**config.mk**
```make
export PLATFORM = sky130hd
export DESIGN_NAME = i2c_tgt_ack_ctrl
export DESIGN_NICKNAME = d
export VERILOG_FILES = /design/src/rtl/i2c_tgt_pkg.sv /design/src/rtl/i2c_tgt_line_sync.sv /design/src/rtl/i2c_tgt_shifter.sv /design/src/rtl/i2c_tgt_ack_fsm.sv /design/src/rtl/i2c_tgt_ack_ctrl.sv
export SDC_FILE = /design/constraint.sdc
export NUM_CORES = 1
export LEC_CHECK = 0
export BUFFER_PORTS_ARGS = -buffer_cell sky130_fd_sc_hd__buf_2
export CAP_MARGIN = 20
export CORE_MARGIN = 5
export CORE_UTILIZATION = 55
export CTS_BUF_LIST = sky130_fd_sc_hd__clkbuf_4 sky130_fd_sc_hd__clkbuf_8 sky130_fd_sc_hd__clkbuf_16
export CTS_CLUSTER_DIAMETER = 80
export DETAILED_ROUTE_END_ITERATION = 6
export HOLD_SLACK_MARGIN = 0.12
export PLACE_DENSITY = 0.78
export SYNTH_ARGS = -nofsm -noshare
export SYNTH_HDL_FRONTEND = slang
export SYNTH_SLANG_ARGS = --single-unit
```
**constraint.sdc**
```tcl
create_clock -name clk -period 2.1 [get_ports clk]
set_clock_uncertainty 0.1 [all_clocks]
set_input_delay 0.315 -clock clk [delete_from_list [all_inputs] [get_ports clk]]
set_output_delay 0.315 -clock clk [all_outputs]
set_load 0.05 [all_outputs]
```
**src/rtl/i2c_tgt_pkg.sv**
```systemverilog
package i2c_tgt_pkg;

   // Receive engine phases
   typedef enum logic [2:0] {
      ST_IDLE,   // not addressed, or transfer ended: wait for start
      ST_SHIFT,  // collecting the eight bits of a byte
      ST_WAIT8,  // SCL stretched after eighth clock, ACK undecided
      ST_ACK,    // SDA pulled low for the ninth clock
      ST_WAIT9   // SCL stretched after ninth clock
   } tgt_state_e;

endpackage

```
**src/rtl/i2c_tgt_line_sync.sv**
```systemverilog
module i2c_tgt_line_sync #(
   parameter int STAGES = 2
) (
   input  logic clk,
   input  logic rst_n,
   input  logic line_i,
   output logic lvl_o,
   output logic prev_o
);

   if (STAGES < 2) begin : g_bad_stages
      $error("i2c_tgt_line_sync: STAGES must be at least 2");
   end

   logic [STAGES-1:0] chain;

   // idle bus level is high, so flops come out of reset at 1
   for (genvar s = 0; s < STAGES; s++) begin : g_stage
      if (s == 0) begin : g_first
         always_ff @(posedge clk or negedge rst_n) begin
            if (!rst_n) chain[0] <= 1'b1;
            else        chain[0] <= line_i;
         end
      end else begin : g_next
         always_ff @(posedge clk or negedge rst_n) begin
            if (!rst_n) chain[s] <= 1'b1;
            else        chain[s] <= chain[s-1];
         end
      end
   end

   always_ff @(posedge clk or negedge rst_n) begin
      if (!rst_n) prev_o <= 1'b1;
      else        prev_o <= chain[STAGES-1];
   end

   assign lvl_o = chain[STAGES-1];

endmodule

```
**src/rtl/i2c_tgt_shifter.sv**
```systemverilog
module i2c_tgt_shifter #(
   parameter int W = 8
) (
   input  logic         clk,
   input  logic         rst_n,
   input  logic         clr_i,
   input  logic         take_i,
   input  logic         bit_i,
   output logic [W-1:0] data_o,
   output logic         full_o
);

   localparam int CW = $clog2(W + 1);
   localparam logic [CW-1:0] FULL = CW'(W);

   logic [CW-1:0] cnt;

   always_ff @(posedge clk or negedge rst_n) begin
      if (!rst_n) begin
         cnt    <= '0;
         data_o <= '0;
      end else if (clr_i) begin
         cnt <= '0;
      end else if (take_i && (cnt != FULL)) begin
         cnt    <= cnt + 1'b1;
         data_o <= {data_o[W-2:0], bit_i};
      end
   end

   assign full_o = (cnt == FULL);

endmodule

```
**src/rtl/i2c_tgt_ack_fsm.sv**
```systemverilog
module i2c_tgt_ack_fsm
   import i2c_tgt_pkg::*;
#(
   parameter int ADDR_W = 7
) (
   input  logic              clk,
   input  logic              rst_n,
   input  logic              start_i,
   input  logic              stop_i,
   input  logic              scl_fall_i,
   input  logic              full_i,
   input  logic [ADDR_W:0]   shreg_i,
   input  logic [ADDR_W-1:0] own_addr_i,
   input  logic              ack_en_i,
   input  logic              wait9_i,
   input  logic              release_i,
   output logic              shift_en_o,
   output logic              sda_low_o,
   output logic              hold_o,
   output logic              valid_o,
   output logic [ADDR_W:0]   data_o,
   output logic              match_o,
   output logic              dir_o
);

   tgt_state_e state;
   tgt_state_e resume;
   logic       is_addr;
   logic       hit;

   assign hit        = (shreg_i[ADDR_W:1] == own_addr_i);
   assign resume     = dir_o ? ST_IDLE : ST_SHIFT;
   assign shift_en_o = (state == ST_SHIFT);

   always_ff @(posedge clk or negedge rst_n) begin
      if (!rst_n) begin
         state     <= ST_IDLE;
         is_addr   <= 1'b1;
         match_o   <= 1'b0;
         dir_o     <= 1'b0;
         sda_low_o <= 1'b0;
         hold_o    <= 1'b0;
         valid_o   <= 1'b0;
         data_o    <= '0;
      end else begin
         valid_o <= 1'b0;
         if (start_i) begin
            state     <= ST_SHIFT;
            is_addr   <= 1'b1;
            match_o   <= 1'b0;
            dir_o     <= 1'b0;
            sda_low_o <= 1'b0;
            hold_o    <= 1'b0;
         end else if (stop_i) begin
            state     <= ST_IDLE;
            match_o   <= 1'b0;
            dir_o     <= 1'b0;
            sda_low_o <= 1'b0;
            hold_o    <= 1'b0;
         end else begin
            case (state)
               ST_SHIFT: if (scl_fall_i && full_i) begin
                  if (is_addr) begin
                     if (hit) begin
                        match_o   <= 1'b1;
                        dir_o     <= shreg_i[0];
                        sda_low_o <= 1'b1;
                        state     <= ST_ACK;
                     end else begin
                        state <= ST_IDLE;
                     end
                  end else begin
                     data_o  <= shreg_i;
                     valid_o <= 1'b1;
                     if (!wait9_i) begin
                        hold_o <= 1'b1;
                        state  <= ST_WAIT8;
                     end else if (ack_en_i) begin
                        sda_low_o <= 1'b1;
                        state     <= ST_ACK;
                     end else begin
                        state <= ST_IDLE;
                     end
                  end
               end
               ST_WAIT8: if (release_i) begin
                  hold_o <= 1'b0;
                  if (ack_en_i) begin
                     sda_low_o <= 1'b1;
                     state     <= ST_ACK;
                  end else begin
                     state <= ST_IDLE;
                  end
               end
               ST_ACK: if (scl_fall_i) begin
                  sda_low_o <= 1'b0;
                  is_addr   <= 1'b0;
                  if (wait9_i) begin
                     hold_o <= 1'b1;
                     state  <= ST_WAIT9;
                  end else begin
                     state <= resume;
                  end
               end
               ST_WAIT9: if (release_i) begin
                  hold_o <= 1'b0;
                  state  <= resume;
               end
               default: state <= ST_IDLE;
            endcase
         end
      end
   end

endmodule

```
**src/rtl/i2c_tgt_ack_ctrl.sv**
```systemverilog
module i2c_tgt_ack_ctrl #(
   parameter int ADDR_W      = 7,
   parameter int SYNC_STAGES = 2
) (
   input  logic              clk,
   input  logic              rst_n,
   input  logic              scl_i,
   input  logic              sda_i,
   input  logic [ADDR_W-1:0] own_addr_i,
   input  logic              ack_en_i,
   input  logic              wait9_i,
   input  logic              wait_release_i,
   output logic              sda_drive_low_o,
   output logic              scl_hold_o,
   output logic [ADDR_W:0]   rx_data_o,
   output logic              rx_valid_o,
   output logic              dir_tx_o,
   output logic              addr_match_o
);

   localparam int BYTE_W = ADDR_W + 1;

   if (ADDR_W < 1) begin : g_bad_addr
      $error("i2c_tgt_ack_ctrl: ADDR_W must be positive");
   end

   logic scl_lvl, scl_prev, sda_lvl, sda_prev;
   logic scl_rise, scl_fall, start_det, stop_det;
   logic shift_en, full;
   logic [BYTE_W-1:0] shreg;

   i2c_tgt_line_sync #(.STAGES(SYNC_STAGES)) u_scl_sync (
      .clk(clk), .rst_n(rst_n), .line_i(scl_i), .lvl_o(scl_lvl), .prev_o(scl_prev));

   i2c_tgt_line_sync #(.STAGES(SYNC_STAGES)) u_sda_sync (
      .clk(clk), .rst_n(rst_n), .line_i(sda_i), .lvl_o(sda_lvl), .prev_o(sda_prev));

   assign scl_rise  =  scl_lvl & ~scl_prev;
   assign scl_fall  = ~scl_lvl &  scl_prev;
   assign start_det =  scl_lvl &  scl_prev &  sda_prev & ~sda_lvl;
   assign stop_det  =  scl_lvl &  scl_prev & ~sda_prev &  sda_lvl;

   i2c_tgt_shifter #(.W(BYTE_W)) u_shift (
      .clk(clk), .rst_n(rst_n),
      .clr_i(start_det | ~shift_en),
      .take_i(shift_en & scl_rise),
      .bit_i(sda_lvl),
      .data_o(shreg), .full_o(full));

   i2c_tgt_ack_fsm #(.ADDR_W(ADDR_W)) u_fsm (
      .clk(clk), .rst_n(rst_n),
      .start_i(start_det), .stop_i(stop_det), .scl_fall_i(scl_fall),
      .full_i(full), .shreg_i(shreg), .own_addr_i(own_addr_i),
      .ack_en_i(ack_en_i), .wait9_i(wait9_i), .release_i(wait_release_i),
      .shift_en_o(shift_en), .sda_low_o(sda_drive_low_o), .hold_o(scl_hold_o),
      .valid_o(rx_valid_o), .data_o(rx_data_o),
      .match_o(addr_match_o), .dir_o(dir_tx_o));

endmodule

```
# ---- Word-level counts from Yosys, hierarchy flattened
# Cells that the tools add are included.
dict set report totals {
  out_inout_bits 13
  wordCells 125
  register_bits 35
  input_bits 14
}
dict set report op_classes {
  n_eq_ne 18
  addsub 1
  n_reduce_logical 19
  mux 53
  n_bitwise 18
}
# cell count
set ops {}
lappend ops {{2-to-1 mux 1 bit} 37}
lappend ops {{2-to-1 mux 3 bit} 9}
lappend ops {{inequality test 4 bit, second input constant} 6}
lappend ops {{one-hot mux 3 bit (4 select lines)} 1}
lappend ops {{nonzero test 3 bit} 4}
lappend ops {{nonzero test 5 bit} 2}
lappend ops {{inverter 1 bit} 9}
lappend ops {{AND 1 bit} 8}
lappend ops {{2-to-1 mux 4 bit} 2}
lappend ops {{inequality test 4 x 3 -> 1 bit, second input constant} 2}
lappend ops {{AND reduction 4 bit} 2}
lappend ops {{equality test 7 bit} 1}
lappend ops {{AND reduction 7 bit} 1}
lappend ops {{equality test 3 x 2 -> 1 bit, second input constant} 2}
lappend ops {{one-hot mux 1 bit (3 select lines)} 2}
lappend ops {{AND reduction 6 bit} 1}
lappend ops {{nonzero test 2 bit} 3}
lappend ops {{inequality test 5 x 4 -> 1 bit, second input constant} 1}
lappend ops {{inequality test 5 bit, second input constant} 1}
lappend ops {{AND reduction 5 bit} 1}
lappend ops {{adder 4 x 1 -> 4 bit, second input constant} 1}
lappend ops {{equality test 4 bit, second input constant} 1}
lappend ops {{2-to-1 mux 2 bit} 2}
lappend ops {{inequality test 4 x 1 -> 1 bit, second input constant} 1}
lappend ops {{8 further kinds} 9}

# ---- Longest topological paths before layout
dict set report depth {
  word_depth 7
  mapped_depth 7
}

# ---- Modules after synthesis
# Synthesis repeated with hierarchy kept, for this count alone.
dict set report hier_totals {
  cells_unflattened 159
  hier_area_um2 1818.0
}
# mod instances cells_per_inst area_per_inst_um2 seq_area_each_um2
set modules_own_cells {}
lappend modules_own_cells {i2c_tgt_ack_fsm 1 105 1054.8 426.7}
lappend modules_own_cells {i2c_tgt_shifter 1 41 553.0 300.3}
lappend modules_own_cells {i2c_tgt_line_sync 2 3 78.8 78.8}
lappend modules_own_cells {i2c_tgt_ack_ctrl 1 7 52.6 0.0}

# ---- Worst setup path after synthesis
# No wires, ideal clock.
dict set report synth_path {
  kind {register -> register}
  startpoint {register u_shift.cnt[0]}
  endpoint {register u_fsm.data_o[0]}
  stages_incl_launch_ff 7
  setup_time_ps 125
  t_arrival_ps 1513
  path_buffers 0
  slack_ps 362
  t_required_ps 1875
  path_cell_list {dfrtp_1 inv_1 ha_1 nand3b_1 nor2_1 nand3b_2 mux2_2}
}
dict set report synth_via {
  elab_chain_len 3
}
# element line_no
set synth_lines {}
lappend synth_lines {{start: declaration} i2c_tgt_shifter.sv:16} ;# logic [CW-1:0] cnt;
lappend synth_lines {{start signal: assignment} i2c_tgt_shifter.sv:25} ;# cnt <= cnt + 1'b1;
lappend synth_lines {{equality test 4 bit} i2c_tgt_shifter.sv:30} ;# assign full_o = (cnt == FULL);
lappend synth_lines {{logical AND 1 bit} i2c_tgt_ack_fsm.sv:62} ;# ST_SHIFT: if (scl_fall_i && full_i) begin
lappend synth_lines {{AND reduction 5 bit (no line)} -}
lappend synth_lines {{end signal: assignment} i2c_tgt_ack_fsm.sv:73} ;# data_o <= shreg_i;
lappend synth_lines {{end: declaration} i2c_tgt_ack_fsm.sv:21} ;# output logic [ADDR_W:0] data_o,
# Every way passes these cells.
# A chain may end at the register's enable or synchronous reset.

# ---- Worst setup path in the final report
dict set report layout_path {
  startpoint {register u_shift.cnt[0]}
  endpoint {register u_fsm.data_o[3]}
}
# The elaborated chain is that of the path after synthesis.

==> impl_metrics.yaml <==
synthesis:
  synth_edf_count: 0
  yosys.area.top_type_share_pct: 39.19
  synth_top_area_cell: "dfrtp_1"
  yosysSeqAreaShare_pct: 49.48
  syn_avg_cell_area_um2: 11.04
  synth_cell_types: 42
  yosysWarnings: 0
  synth_flop_cell: "dfrtp_1"
  synthArstFlopShare_pct: 100.0
  netlist_top_cells_area: "dfrtp_1 39%, dfstp_2 10%, mux2_2 7.6%"
  synthTopCellsByCount: "28 x dfrtp_1, 13 x nor2_1, 12 x mux2_2"
  netlist_instances: 162
  synth_fp_nets: 178
  netlist_area_mm2: 0.001788
  ys_ff_latch: 35
  yosysMostFrequentCell: "dfrtp_1"
place:
  place_ws_ns: 0.1131
  placed_area_mm2: 0.001991
  place_congestion: 0.9317
  io_buffers: 26
  post-dp-hpwl_um: 2723
detailed_routing:
  drc_errors: 0
  wl_um: 3620
  final_antenna_net_count: 0
  num_vias: 1330
  dr.pass1.iters: 4
  post_drt_wl_per_cell_um: 14.72
  drt-initial-drc-count: 61
  vias_per_cell: 5.407
power:
  ir_worst_vdd_mv: 0.6844
  power_mw: 1.855
  p_leak_nw: 0.9862
  power_density_mw_per_mm2: 882.3
setup_path:
  critPathRequiredTime_ns: 2.22
  cp-start-kind: "register"
  endpoint_kind: "register"
  timing_worst_setup_path_type: "reg -> reg"
  arrival_ns: 2.06
  path_max_fanout: 9
sta:
  fin_ws_ns: 0.1557
  rsz0062_at_grt: "yes"
  final-hold-violation-count: 0
  slew_headroom_pct: 49.34
  timing.final.crit_share_pct: 92.58
  worstMarginPinSlew_ns: 0.7599
  final.min_clock_period_ns: 1.944
  setup_viol: 0
  max_freq_mhz: 514.3
  drv_slew: 0
clock_tree:
  cts_max_level: 2
  cts_buffers: 5
  clkTransAtPathRegs_ns: 0.11
  cts_tree: "built"
  cts_root_buffer: "clkbuf_4"
  clk_latency_ns: 0.33
  post_cts_buffers: 0
  cts_buffer_depth: 2
  clock_sinks: 35
floorplanning:
  die_w_um: 67.02
  dieArea_mm2: 0.004491
  rows: 20
  start_util_pct: 58.09
  num_io_pins: 27
  coreArea_mm2: 0.003078
  die_h_um: 67.02
global_routing:
  antenna_found_initial: 0
  grt_first_pass_wirelength_um: 6320
  grt_max_degree: 36
  grt-ovfl-total: 0
  grt_pass1_vias: 1376
  grt.total_usage_pct: 18.83
layout:
  drive_gt1_share_pct: 34.65
  fill_cells: 249
  area_growth_pct: 17.56
  diodes: 0
  final_nets: 217
  postLayoutCellArea_mm2: 0.002102
flow_run:
  maxCapViolCount: 0
hold_path:
  holdCritPathClass: "in -> reg"
status:
  outcome: "finished, final reports clean"
==> worst paths after layout <==
path | start | endpoint | slack, ns | cells past startpoint
setup / recovery | u_shift.cnt[0]$_DFFE_PN0P_ | u_fsm.data_o[3]$_DFFE_PN0P_ | 0.16 | 6
setup reg to reg | u_shift.cnt[0]$_DFFE_PN0P_ | u_fsm.data_o[3]$_DFFE_PN0P_ | 0.16 | 6
max in group asynchronous | rst_n | u_shift.cnt[2]$_DFFE_PN0P_ | 0.94 | 2
hold reg to reg | u_sda_sync.chain[0]$_DFF_PN1_ | u_sda_sync.lvl_o$_DFF_PN1_ | 0.24 | 0
hold / removal | wait9_i | u_fsm.state[2]$_DFFE_PN0P_ | 0.18 | 3
min in group asynchronous | rst_n | u_fsm.data_o[6]$_DFFE_PN0P_ | 0.48 | 2
==> per-stage QoR <==
stage / util [%] / instances / setup TNS (ns) / hold WS, ns
finish: 68.29 / 246 / 0 / 0.1836
detailed placement: 64.67 / 235 / 0 / 0.2476
CTS: 68.01 / 246 / 0 / 0.1774
global route: 68.29 / 246 / -0.01797 / 0.1884
global placement: 64.67 / 235 / 0 / 0.2459
floorplan: - / 162 / 0 / -0.08059
==> power breakdown <==
group	total, mW	switching [mW]	internal, mW
sequential	0.848	0.0884	0.760
clock	0.429	0.219	0.210
combinational	0.578	0.327	0.251
==> layout by cell type (no fill, tap or decap), types with 2 or more instances in the layout <==
master         instances
dfrtp_1               28
buf_2                 26
mux2_2                12
nor2_1                12
inv_1                  9
nand3_1                9
xnor2_1                9
a21oi_1                9
o21ai_0                7
buf_4                  7
dfstp_2                7
clkbuf_4               6
nand2b_1               5
nand2_1                5
nor2b_1                4
o21a_1                 3
mux2_1                 3
a31oi_1                3
o31ai_1                3
dlygate4sd3_1          3
nand3b_1               2
nand4_1                2
or3_1                  2
a211oi_1               2
ha_1                   2
clkbuf_8               2
==> layout make-up <==
| cell class | count | area [um2] | area share, % |
|---|---|---|---|
| Tap cell | 44 | 55.05 | 2.619 |
| Inverter | 9 | 33.78 | 1.607 |
| Multi-Input combinational cell | 114 | 843.3 | 40.12 |
| Timing Repair Buffer | 36 | 212.7 | 10.12 |
| Clock buffer | 8 | 72.57 | 3.452 |
| Sequential cell | 35 | 884.6 | 42.08 |
==> repair_timing <==
item / 4_1_cts / 5_1_grt
gates resized for setup: 0 / 3
hold buffers: 3 / 0
endpoints found under the hold margin: 30 / 0
setup endpoints to repair: 0 / 9
==> registers in the layout (all words and copies together), names as in the netlist <==
| signal | flops |
|---|---|
| u_fsm.data_o | 8 |
| u_fsm.state | 3 |
| u_scl_sync.lvl_o | 1 |
| u_fsm.hold_o | 1 |
| u_fsm.is_addr | 1 |
| u_fsm.sda_low_o | 1 |
| u_sda_sync.chain | 1 |
| u_fsm.match_o | 1 |
| u_fsm.dir_o | 1 |
| u_shift.cnt | 4 |
| u_shift.data_o | 8 |
| u_scl_sync.prev_o | 1 |
| u_fsm.valid_o | 1 |
| u_scl_sync.chain | 1 |
| u_sda_sync.prev_o | 1 |
| u_sda_sync.lvl_o | 1 |
==> logic make-up (layout without fill, tap and decap cells) <==
logic type | Yosys count | after routing | synth area share (%)
simple gates | 49 | 49 | 16.58
compound gates | 38 | 38 | 14.28
flops | 35 | 35 | 49.48
mux | 16 | 16 | 10.01
buf+inv | 13 | 53 | 3.849
xor+xnor | 9 | 9 | 4.409
fa+ha+maj | 2 | 2 | 1.399
==> routing by layer <==
metal | vias up | GRT usage, % | wire length [um]
met2 | 23 | 30.80 | 1751
li1 | 660 | - | -
met5 | - | 0 | 0
met4 | 0 | 7.089 | 31
met3 | 4 | 6.239 | 169
met1 | 643 | 22.78 | 1667
==> worst max-delay path: stages, from the launching register on <==
cell and delay [ns]:
dfrtp_1 0.43, inv_1 0.08, ha_1 0.14, nand3b_1 0.20, nor2_2 0.26, nand3b_2 0.26
mux2_2 0.36
Power figures use the tool's default switching activity.
